`src/rtl/plp_pkg.sv`:
```
package plp_pkg;
    typedef enum logic [2:0] {
        ST_IDLE,
        ST_B2,
        ST_B3,
        ST_B4,
        ST_BODY,
        ST_ERR
    } hdr_state_t;
endpackage

```
`src/rtl/plp_pass_pipe.sv`:
```
module plp_pass_pipe #(
    parameter int DATA_W = 8
) (
    input  logic              clk,
    input  logic              rst_n,
    input  logic              i_valid,
    input  logic              i_sop,
    input  logic              i_eop,
    input  logic [DATA_W-1:0] i_data,
    output logic              o_valid,
    output logic              o_sop,
    output logic              o_eop,
    output logic [DATA_W-1:0] o_data
);
    always_ff @(posedge clk or negedge rst_n) begin
        if (!rst_n) begin
            o_valid <= 1'b0;
            o_sop   <= 1'b0;
            o_eop   <= 1'b0;
            o_data  <= '0;
        end else begin
            o_valid <= i_valid;
            o_sop   <= i_valid & i_sop;
            o_eop   <= i_valid & i_eop;
            o_data  <= i_data;
        end
    end
endmodule

```
`src/rtl/plp_pad_calc.sv`:
```
module plp_pad_calc #(
    parameter int LEN_W       = 16,
    parameter int CELL_BYTES  = 48,
    parameter int TRAIL_BYTES = 8,
    parameter int PAD_W       = 6
) (
    input  logic [LEN_W-1:0] len,
    output logic [PAD_W-1:0] pad
);
    localparam int SUM_W = LEN_W + 1;

    logic [SUM_W-1:0] sum;
    logic [SUM_W-1:0] rem;

    always_comb begin
        sum = {1'b0, len} + SUM_W'(TRAIL_BYTES);
        rem = sum % SUM_W'(CELL_BYTES);
        if (rem == '0) begin
            pad = '0;
        end else begin
            pad = PAD_W'(SUM_W'(CELL_BYTES) - rem);
        end
    end
endmodule

```
`src/rtl/pkt_len_pad.sv`:
```
module pkt_len_pad
    import plp_pkg::*;
#(
    parameter int DATA_W        = 8,
    parameter int CELL_BYTES    = 48,
    parameter int TRAILER_BYTES = 8,
    parameter int MIN_LEN       = 20
) (
    input  logic                          clk,
    input  logic                          rst_n,
    input  logic                          in_valid,
    input  logic                          in_sop,
    input  logic                          in_eop,
    input  logic [DATA_W-1:0]             in_data,
    output logic                          out_valid,
    output logic                          out_sop,
    output logic                          out_eop,
    output logic [DATA_W-1:0]             out_data,
    output logic [2*DATA_W-1:0]           tot_len,
    output logic [$clog2(CELL_BYTES)-1:0] pad_bytes,
    output logic                          pad_valid,
    output logic                          len_err
);
    localparam int LEN_W = 2 * DATA_W;
    localparam int PAD_W = $clog2(CELL_BYTES);

    hdr_state_t        state_q, state_d;
    logic [DATA_W-1:0] len_hi_q;
    logic [LEN_W-1:0]  tot_len_q;
    logic [PAD_W-1:0]  pad_q;
    logic [LEN_W-1:0]  len_now;
    logic [PAD_W-1:0]  pad_now;
    logic              sop_take;
    logic              mid_take;

    assign sop_take = in_valid & in_sop;
    assign mid_take = in_valid & ~in_sop;
    assign len_now  = {len_hi_q, in_data};

    plp_pass_pipe #(.DATA_W(DATA_W)) u_pipe (
        .clk     (clk),
        .rst_n   (rst_n),
        .i_valid (in_valid),
        .i_sop   (in_sop),
        .i_eop   (in_eop),
        .i_data  (in_data),
        .o_valid (out_valid),
        .o_sop   (out_sop),
        .o_eop   (out_eop),
        .o_data  (out_data)
    );

    plp_pad_calc #(
        .LEN_W       (LEN_W),
        .CELL_BYTES  (CELL_BYTES),
        .TRAIL_BYTES (TRAILER_BYTES),
        .PAD_W       (PAD_W)
    ) u_calc (
        .len (len_now),
        .pad (pad_now)
    );

    // next-state logic
    always_comb begin
        state_d = state_q;
        if (sop_take) begin
            state_d = in_eop ? ST_ERR : ST_B2;
        end else if (in_valid) begin
            unique case (state_q)
                ST_B2:   state_d = in_eop ? ST_ERR : ST_B3;
                ST_B3:   state_d = in_eop ? ST_ERR : ST_B4;
                ST_B4:   state_d = (len_now < LEN_W'(MIN_LEN)) ? ST_ERR : ST_BODY;
                default: state_d = state_q;
            endcase
        end
    end

    // state register and header datapath
    always_ff @(posedge clk or negedge rst_n) begin
        if (!rst_n) begin
            state_q   <= ST_IDLE;
            len_hi_q  <= '0;
            tot_len_q <= '0;
            pad_q     <= '0;
        end else begin
            state_q <= state_d;
            if (mid_take && state_q == ST_B3) begin
                len_hi_q <= in_data;
            end
            if (mid_take && state_q == ST_B4) begin
                tot_len_q <= len_now;
                pad_q     <= pad_now;
            end
        end
    end

    // outputs
    always_comb begin
        tot_len   = tot_len_q;
        pad_valid = 1'b0;
        len_err   = 1'b0;
        pad_bytes = '0;
        unique case (state_q)
            ST_BODY: begin
                pad_valid = 1'b1;
                pad_bytes = pad_q;
            end
            ST_ERR:  len_err = 1'b1;
            default: ;
        endcase
    end
endmodule

```
`config.mk`:
```
export PLATFORM = sky130hd
export DESIGN_NAME = pkt_len_pad
export DESIGN_NICKNAME = d
export VERILOG_FILES = /design/src/rtl/plp_pkg.sv /design/src/rtl/plp_pass_pipe.sv /design/src/rtl/plp_pad_calc.sv /design/src/rtl/pkt_len_pad.sv
export SDC_FILE = /design/constraint.sdc
export NUM_CORES = 1
export LEC_CHECK = 0
export BUFFER_PORTS_ARGS = -buffer_cell sky130_fd_sc_hd__buf_2
export CORE_UTILIZATION = 40
export CTS_CLUSTER_DIAMETER = 60
export DETAILED_ROUTE_END_ITERATION = 10
export PLACE_DENSITY = 0.63
export SLEW_MARGIN = 20
export SYNTH_ARGS = -nofsm -noshare
export SYNTH_HDL_FRONTEND = slang
export SYNTH_SLANG_ARGS = --single-unit
export TNS_END_PERCENT = 5
```
`constraint.sdc`:
```
create_clock -name clk -period 4.2 [get_ports clk]
set_input_delay 0.84 -clock clk [delete_from_list [all_inputs] [get_ports clk]]
set_output_delay 0.84 -clock clk [all_outputs]
set_load 0.02 [all_outputs]
```
Word level (Yosys, flattened, before mapping)
Index checks and enable logic that the tools add are counted.
- bits in registers: 44
- input port bits: 13
- output and inout bits: 35
- add/subtract/negate cells: 2
- divide/modulo/power cells: 1
- $lt $le $gt $ge: 1
- equal/unequal tests: 5
- muxes and demuxes: 11
- bitwise logic cells: 4
- reductions and logical operators: 6
- operators by type and width (cell ; count):
    16-bit by 4-bit adder with 17-bit output (second input constant) ; 1
    17-bit logical NOT ; 1
    17-bit by 6-bit remainder unit with 17-bit output (second input constant) ; 1
    16-bit by 5-bit < comparator with 1-bit output (second input constant) ; 1
    3-bit 2-to-1 mux ; 5
    6-bit 2-to-1 mux ; 2
    3-bit one-hot mux with 3 select lines ; 1
    3-bit by 2-bit == test with 1-bit output (second input constant) ; 2
    3-bit == test (second input constant) ; 2
    6-bit subtractor (first input constant) ; 1
    4-bit nonzero test ; 1
    1-bit bitwise AND ; 3
    3-bit by 1-bit == test with 1-bit output (second input constant) ; 1
    1-bit 2-to-1 mux ; 3
    1-bit logical AND ; 2
    2-bit AND reduction ; 1
    2-bit nonzero test ; 1
    1-bit NOT ; 1

Depth between registers and ports, before layout
Gate-level depths: netlist of the first run.
- depth in word-level cells: 5
- mapped depth: 18
- gate-level depth less buffers: 14

Cells and area by module
A second synthesis of the first run with hierarchy kept.
- cell total of the unflattened synthesis: 309
- area, all modules: 3106.7 um^2
- by module, submodules not included (module ; instances ; cells an instance ; area each (um^2) ; sequential area each (um^2)):
    plp_pad_calc ; 1 ; 196 ; 1418.9 ; 0.0
    pkt_len_pad ; 1 ; 100 ; 1400.1 ; 825.8
    plp_pass_pipe ; 1 ; 13 ; 287.8 ; 275.3

Least setup slack after synthesis of the first run
Ideal clock, no wire load.
- path type: input to register
- start: input in_data[7]
- end: register pad_q[5]
- library setup time: 0.068 ns
- arrival: 4.105 ns
- required time: 4.132 ns
- slack: 0.028 ns
- cell stages on the path: 16
- cell sequence: buf_2 -> nand4_4 -> nor3_2 -> xor2_1 -> mux2i_1 -> nor2_1 -> or3_4 -> and2_4 -> buf_6 -> a311oi_1 -> a21oi_1 -> a311o_1 -> buf_6 -> a221o_1 -> a221oi_2 -> a32o_1
- cells in the longest elaborated chain, start to end: 4
- elaborated cells on any way between the ends: 5
- ends and longest elaborated chain (item ; line ; RTL):
    from (decl) ; pkt_len_pad.sv:14 ; input logic [DATA_W-1:0] in_data,
    16-bit by 4-bit adder with 17-bit output (*) ; plp_pad_calc.sv:16 ; sum = {1'b0, len} + SUM_W'(TRAIL_BYTES);
    17-bit by 6-bit remainder unit with 17-bit output (*) ; plp_pad_calc.sv:17 ; rem = sum % SUM_W'(CELL_BYTES);
    6-bit subtractor or 17-bit logical NOT (tied branches) ; plp_pad_calc.sv:21, plp_pad_calc.sv:18 ;
    6-bit 2-to-1 mux (*) ; plp_pad_calc.sv:18 ; if (rem == '0) begin
    to (signal assigned) ; pkt_len_pad.sv:92 ; pad_q <= pad_now;
    to (decl) ; pkt_len_pad.sv:30 ; logic [PAD_W-1:0] pad_q;
Every way passes the cells marked *; elsewhere a longest branch is shown, timed or not.
A chain may end at the register's enable or synchronous reset.

Final worst setup path of the first run
- start: input in_data[3]
- end: register pad_q[3]
Same word-level chain as after synthesis.

==> metrics.cfg, run 1 <==
[outcome]
status=complete, no violations

[setup_path]
path_class=input pin to register
r2r_slack_ps=160
worstSetupStartpointType=input pin
crit_path_frequent_cell=buf_4
path_cells=buf_2 -> ha_1 -> buf_4 -> a21oi_1 -> o41a_1 -> a311oi_2 -> a2111oi_4 -> o22ai_1 -> o32ai_2 -> and3_4 -> nor3_1 -> o31ai_1 -> buf_4 -> nand3_1 -> a311o_1 -> a211oi_2 -> a211oi_1
required_ps=4350
critPathMaxStageDelay_ps=390
cp.depth=17
r2r-start=len_hi_q[6]
cpLargestDelayFamily=compound AO/OA/AOI/OAI gates
path_max_fanout=9
cp_data_arrival_time_ps=4270
critPathLaunch=in_data[3]
path_buf_inv=3
worstRegToRegCells=14
end_kind=register
slowest_stage=o32ai_2

[layout]
diodes=0
drive_above_1_share_pct=33.0
utilization_pct=52.9
area_delta_synth_final_pct=27.5
final_nets=491

[synth]
yosysUniqueCellTypes=74
synthFlopType=dfrtp_1
yosysTopAreaCell=dfrtp_1
synth_area_leaders=dfrtp_1, nand2_1, xnor2_1, o21ai_0, and2_1
syn_avg_cell_area_um2=8.39
synth_area_um2=3220
ys_ff_latch=44
synthTopCellsByCount=nand2_1, dfrtp_1, nor2_1, o21ai_0, nand3_1
synth_edf_count=0
synth.most_common_cell=nand2_1
syn-num-nets=400
syn_inst=384
ys_async_sr_fraction_pct=100
synthDominantCellAreaShare_pct=34.2
synth-warning-count=0
seq_area_frac_synth_pct=34.2

[pwr]
comb_power_share_pct=51.7
p_int_w=0.00105
power_frac_seq_pct=32.8
ir_drop_mv=0.272
total_power_w=0.00179
p_per_area_nw_per_um2=435
p_sw_w=0.000733
clkPwrFrac_pct=15.5
p_sw_share_pct=41.0
p_leak_nw=1.89

[detailed_routing]
vias=3187
totalWireLength_um=8750
drc=0
avgViaCountPerCell=5.51
wire_per_inst_um=15.1
drt_iter0_markers=196
first_pass_iters=5
ant_nets=0

[clocking]
cts.clk_slew.worst_paths_ps=80
cts.sink_count=44
clk_latency_ps=300
numCtsBuffers=5
hold_buffers=0
clock_tree.root_cell=clkbuf_8
cts_tree=done
htreeDepth=2
clk_path_buf_depth=2

[timing]
hold_violations=0
worst_pin_slew_ps=697
fin_crit_sh_pct=97.9
finalClockSkew_ps=7.27
relSlewSlack_pct=53.2
finalSetupViolCount=0
rsz0062_at_grt=yes
finalMaxSlewViolations=0
post-route-min-period_ps=4110
fmax_mhz=243
worst_slack_ps=86.5

[worst_hold_path]
hold_path_startpoint=tot_len[14]
whs_path_depth=2
hold_class=register to register

[global_routing]
grt_max_degree=45
grt_use_met2_pct=35.3
track_usage_pct=21.5
antenna_found_initial=0
met1_usage_pct=29.9
grt_overflow=0
first_global_vias=3037
met3_usage_pct=4.15
grt_busiest_layer=met2
grt_pass1_wl_um=14700

[place]
gp_congestion=0.913
io_buffers=47
hpwl_um=6530
pre_cts_ws_ps=-280

[die]
die_area_um2=8420
io_pins=48
core_area_um2=7770
initial_core_util_pct=41.5
fp.dieW_um=91.7
fp.dieH_um=91.7
fp-row-count=32

[flow_run]
drv_cap=0

metal layers:
metal,part of all wire (%),wire length [um],up-vias
met5,0,0,-
met4,0.19,17,0
met3,4.5,395,2
met2,47,4130,70
met1,48,4200,1528
li1,-,-,1587
state kept, by name (all words and copies together) (netlist names):
signal,cells
tot_len,16
len_hi_q,8
u_pipe.o_data,8
pad_q,6
state_q,3
u_pipe.o_eop,1
u_pipe.o_sop,1
u_pipe.o_valid,1
worst register-to-register path, stage by stage (launching register included):
cell,delay (ps)
dfrtp_1,500
inv_1,140
or3_1,500
o31a_1,360
buf_4,180
nor3_2,170
o21ai_1,90
a31o_1,260
and3_4,220
a311oi_1,270
a21oi_1,70
a311o_2,460
a311o_1,300
a211oi_2,290
a211oi_1,90
power groups by stage:
stage	clock network [W]	registers (W)	logic (W)
floorplan	0	0.000626	0.000560
global placement	0	0.000591	0.000859
detailed placement	0	0.000593	0.000867
CTS	0.000285	0.000586	0.000871
global route	0.000299	0.000599	0.00101
finish	0.000278	0.000586	0.000924
area by class of cell:
type | instances | area, um^2
clock buffers | 7 | 86.3
clock inverters | 1 | 7.51
fillers | 738 | 3660
inverters | 9 | 33.8
multi-input cells | 306 | 2040
flip-flops and latches | 44 | 1100
well taps | 102 | 128
repair buffers | 109 | 706
path summary, 6_finish.rpt:
kind | endpoint
max | pad_q[3]
min reg2reg | tot_len[14]
min in group asynchronous | u_pipe.o_data[2]
min | tot_len[14]
max reg2reg | pad_q[3]
max in group asynchronous | tot_len[15]
placed cells by master, fill, tap and decap left out, types with 3 or more instances in the layout:
cell	n
nand3_1	14
mux2_2	6
nor3_1	12
ha_1	3
o211ai_1	5
o21a_1	3
inv_1	9
buf_2	45
and2_1	12
o31ai_1	3
xor2_1	6
dfrtp_1	44
o21ai_0	18
buf_4	63
nand4_1	4
nor4_1	5
clkbuf_8	6
xnor2_1	13
a21oi_1	14
a31oi_1	6
o31a_1	3
and3_1	12
nor2_1	19
or3_1	4
nand2_1	72
nand2_2	3
cell families after synthesis:
group           synth area share [%]
xor+xnor                        5.71
compound gates                  22.6
flops                           34.2
fa+ha+maj                       1.48
mux                             2.72
simple gates                    27.8
buf+inv                         5.48
stage by stage:
stage	hold WS (ps)	TNS [ps]	instance area, um^2	cells
2_1_floorplan	442	0	3220	384
3_3_place_gp	457	-1240	3900	569
3_5_place_dp	461	-1220	3900	569
4_1_cts	482	0	3990	577
5_1_grt	506	-213	4110	578
6_report	477	0	4110	578
repair_timing:
action | 4_1_cts | 5_1_grt
resized for setup | 0 | 21
endpoints found under the setup margin | 0 | 5
setup buffers | 0 | 1
Note: power is estimated with default switching activity, not from simulation.
==> run 2, diff against run 1 <==
--- a/config.mk
+++ b/config.mk
@@ -6,11 +6,10 @@
 export NUM_CORES = 1
 export LEC_CHECK = 0
 export BUFFER_PORTS_ARGS = -buffer_cell sky130_fd_sc_hd__buf_2
-export CORE_UTILIZATION = 40
+export CORE_UTILIZATION = 58
 export CTS_CLUSTER_DIAMETER = 60
 export DETAILED_ROUTE_END_ITERATION = 10
-export PLACE_DENSITY = 0.63
-export SLEW_MARGIN = 20
+export PLACE_DENSITY = 0.87
 export SYNTH_ARGS = -nofsm -noshare
 export SYNTH_HDL_FRONTEND = slang
 export SYNTH_SLANG_ARGS = --single-unit
==> run 2 against run 1 <==
  * The flow now finishes with violations (setup timing)
  * Routed wire length up 8.2%
  * Hold slack better by 1.2 ps
  * Sequential share of layout area down 0.18 points
  * Setup slack worse by 170 ps
  * Die area down 30%
  * Flip-flop and latch count unchanged
  * Design area up 0.67%
  * Via count up 8.1%
  * Power up 7.5%
==> metrics.cfg, run 2 (synthesis results as in run 1) <==
[clocking]
cts_tree=done
cts.clk_slew.worst_paths_ps=90
numCtsBuffers=5
clk_path_buf_depth=2
cts.sink_count=44
hold_buffers=0
clk_latency_ps=300
clock_tree.root_cell=clkbuf_8
htreeDepth=2

[setup_path]
path_buf_inv=4
slowest_stage=o31ai_1
critPathMaxStageDelay_ps=460
r2r_end=pad_q[3]
crit_path_frequent_cell=buf_4
r2r_slack_ps=110
required_ps=4360
path_class=input pin to register
end_kind=register
worstSetupStartpointType=input pin
r2r-start=len_hi_q[1]
cpLargestDelayFamily=compound AO/OA/AOI/OAI gates
worstRegToRegCells=15
path_cells=buf_4 -> buf_4 -> nand2_2 -> o31ai_1 -> o211ai_1 -> buf_4 -> buf_4 -> nor3_2 -> nand2_1 -> a31o_1 -> and3_4 -> o221a_4 -> o211ai_1 -> o21ai_1 -> a311o_1 -> a211oi_2 -> a211oi_1
path_max_fanout=6
cp_data_arrival_time_ps=4440

[global_routing]
first_global_vias=3248
grt_use_met2_pct=54.1
grt_max_degree=45
met1_usage_pct=40.6
track_usage_pct=31.6
grt_overflow=0
antenna_found_initial=0
grt_busiest_layer=met2
grt_pass1_wl_um=15100
met3_usage_pct=6.23

[place]
hpwl_um=6500
gp_congestion=0.934
place_area_um2=3800
io_buffers=47

[detailed_routing]
wire_per_inst_um=17.5
drc=0
totalWireLength_um=9470
vias=3445
first_pass_iters=5
ant_nets=0
avgViaCountPerCell=6.36
drt_iter0_markers=392

[die]
initial_core_util_pct=61.5
die_area_um2=5860
fp.dieW_um=76.5
fp-row-count=26
fp.dieH_um=76.5
io_pins=48
core_area_um2=5240

[layout]
largest_reg_flops=16
diodes=0
final_common_cell=nand2_1
design_area_um2=4130
drive_above_1_share_pct=34.5
area_delta_synth_final_pct=28.3
final_nets=487
layout_common_cells=nand2_1, buf_4, buf_2, dfrtp_1, nor2_1

[timing]
fin_hold_ws_ps=478
post-route-min-period_ps=4280
worst_pin_slew_ps=973
fmax_mhz=234
fin_crit_sh_pct=102
finalClockSkew_ps=5.47
finalMaxSlewViolations=0
finalSetupViolCount=4
worst_slack_ps=-80.3
rsz0062_at_grt=yes
final.setup.tns_ps=-162
relSlewSlack_pct=35.1
hold_violations=0

[outcome]
status=finished with violations
violations=setup timing

[flow_run]
drv_cap=0

[pwr]
ir_drop_mv=0.342
p_per_area_nw_per_um2=465
p_leak_nw=1.91

[worst_hold_path]
whs_path_depth=2
hold_path_startpoint=tot_len[14]
hold_class=register to register
holdPathEnd=tot_len[14]

[run 2: changes by cell type in the layout (fill, tap and decap cells not counted), sizes merged]
cell	before	now
buf	108	104
bufinv	0	1
clkbuf	8	6
inv	9	10
[run 2: tightest hold or removal path, delay by kind of cell, from the launching register on]
kind               cells  cell delay [ps]
DFF                    1              340
and+or+nand+nor        1               40
AOI/OAI and AO/OA      1               60
[run 2: area by class of cell]
cell class                      instances  area [um^2]
Clock buffer                            5         68.8
Clock inverter                          3         46.3
Fill cell                             342         1100
Inverter                                9         33.8
Multi-Input combinational cell        306         2120
Sequential cell                        44         1100
Tap cell                               70         87.6
Timing Repair Buffer                  105          678
[run 2: how the worst max path moves through the flow]
stage | start | end | depth (start not counted)
global route | in_data[7] | pad_q[3] | 16
CTS | in_data[3] | pad_q[3] | 16
global placement | in_data[4] | pad_q[3] | 16
floorplan | in_data[7] | pad_q[5] | 16
detailed placement | in_data[4] | pad_q[3] | 16
finish | in_data[3] | pad_q[3] | 17
[run 2: where the power goes]
part	switching (W)	internal (W)	leakage (nW)
Sequential	0.0000783	0.000515	0.567
Combinational	0.000564	0.000432	1.29
Clock	0.000154	0.000179	0.0548
Total	0.000796	0.00113	1.91
[run 2: routing by layer]
layer / wire length [um] / vias to the layer above
met4: 203 / 0
met1: 3880 / 1654
li1: - / 1574
met3: 659 / 30
met5: 0 / -
met2: 4720 / 187
[run 2: what timing repair did]
action,4_1_cts,5_1_grt
endpoints found under the setup margin,0,5
setup buffers,0,5
resized for setup,0,36
[run 2: metrics by stage]
| stage | std cells | total power [W] | utilization (%) | setup WS (ps) |
|---|---|---|---|---|
| floorplan | 384 | 0.00119 | - | 27.7 |
| global placement | 529 | 0.00143 | 72.6 | -103 |
| detailed placement | 529 | 0.00146 | 72.6 | -237 |
| CTS | 537 | 0.00180 | 74.7 | 39.1 |
| global route | 542 | 0.00202 | 78.9 | -213 |
| finish | 542 | 0.00192 | 78.9 | -80.3 |
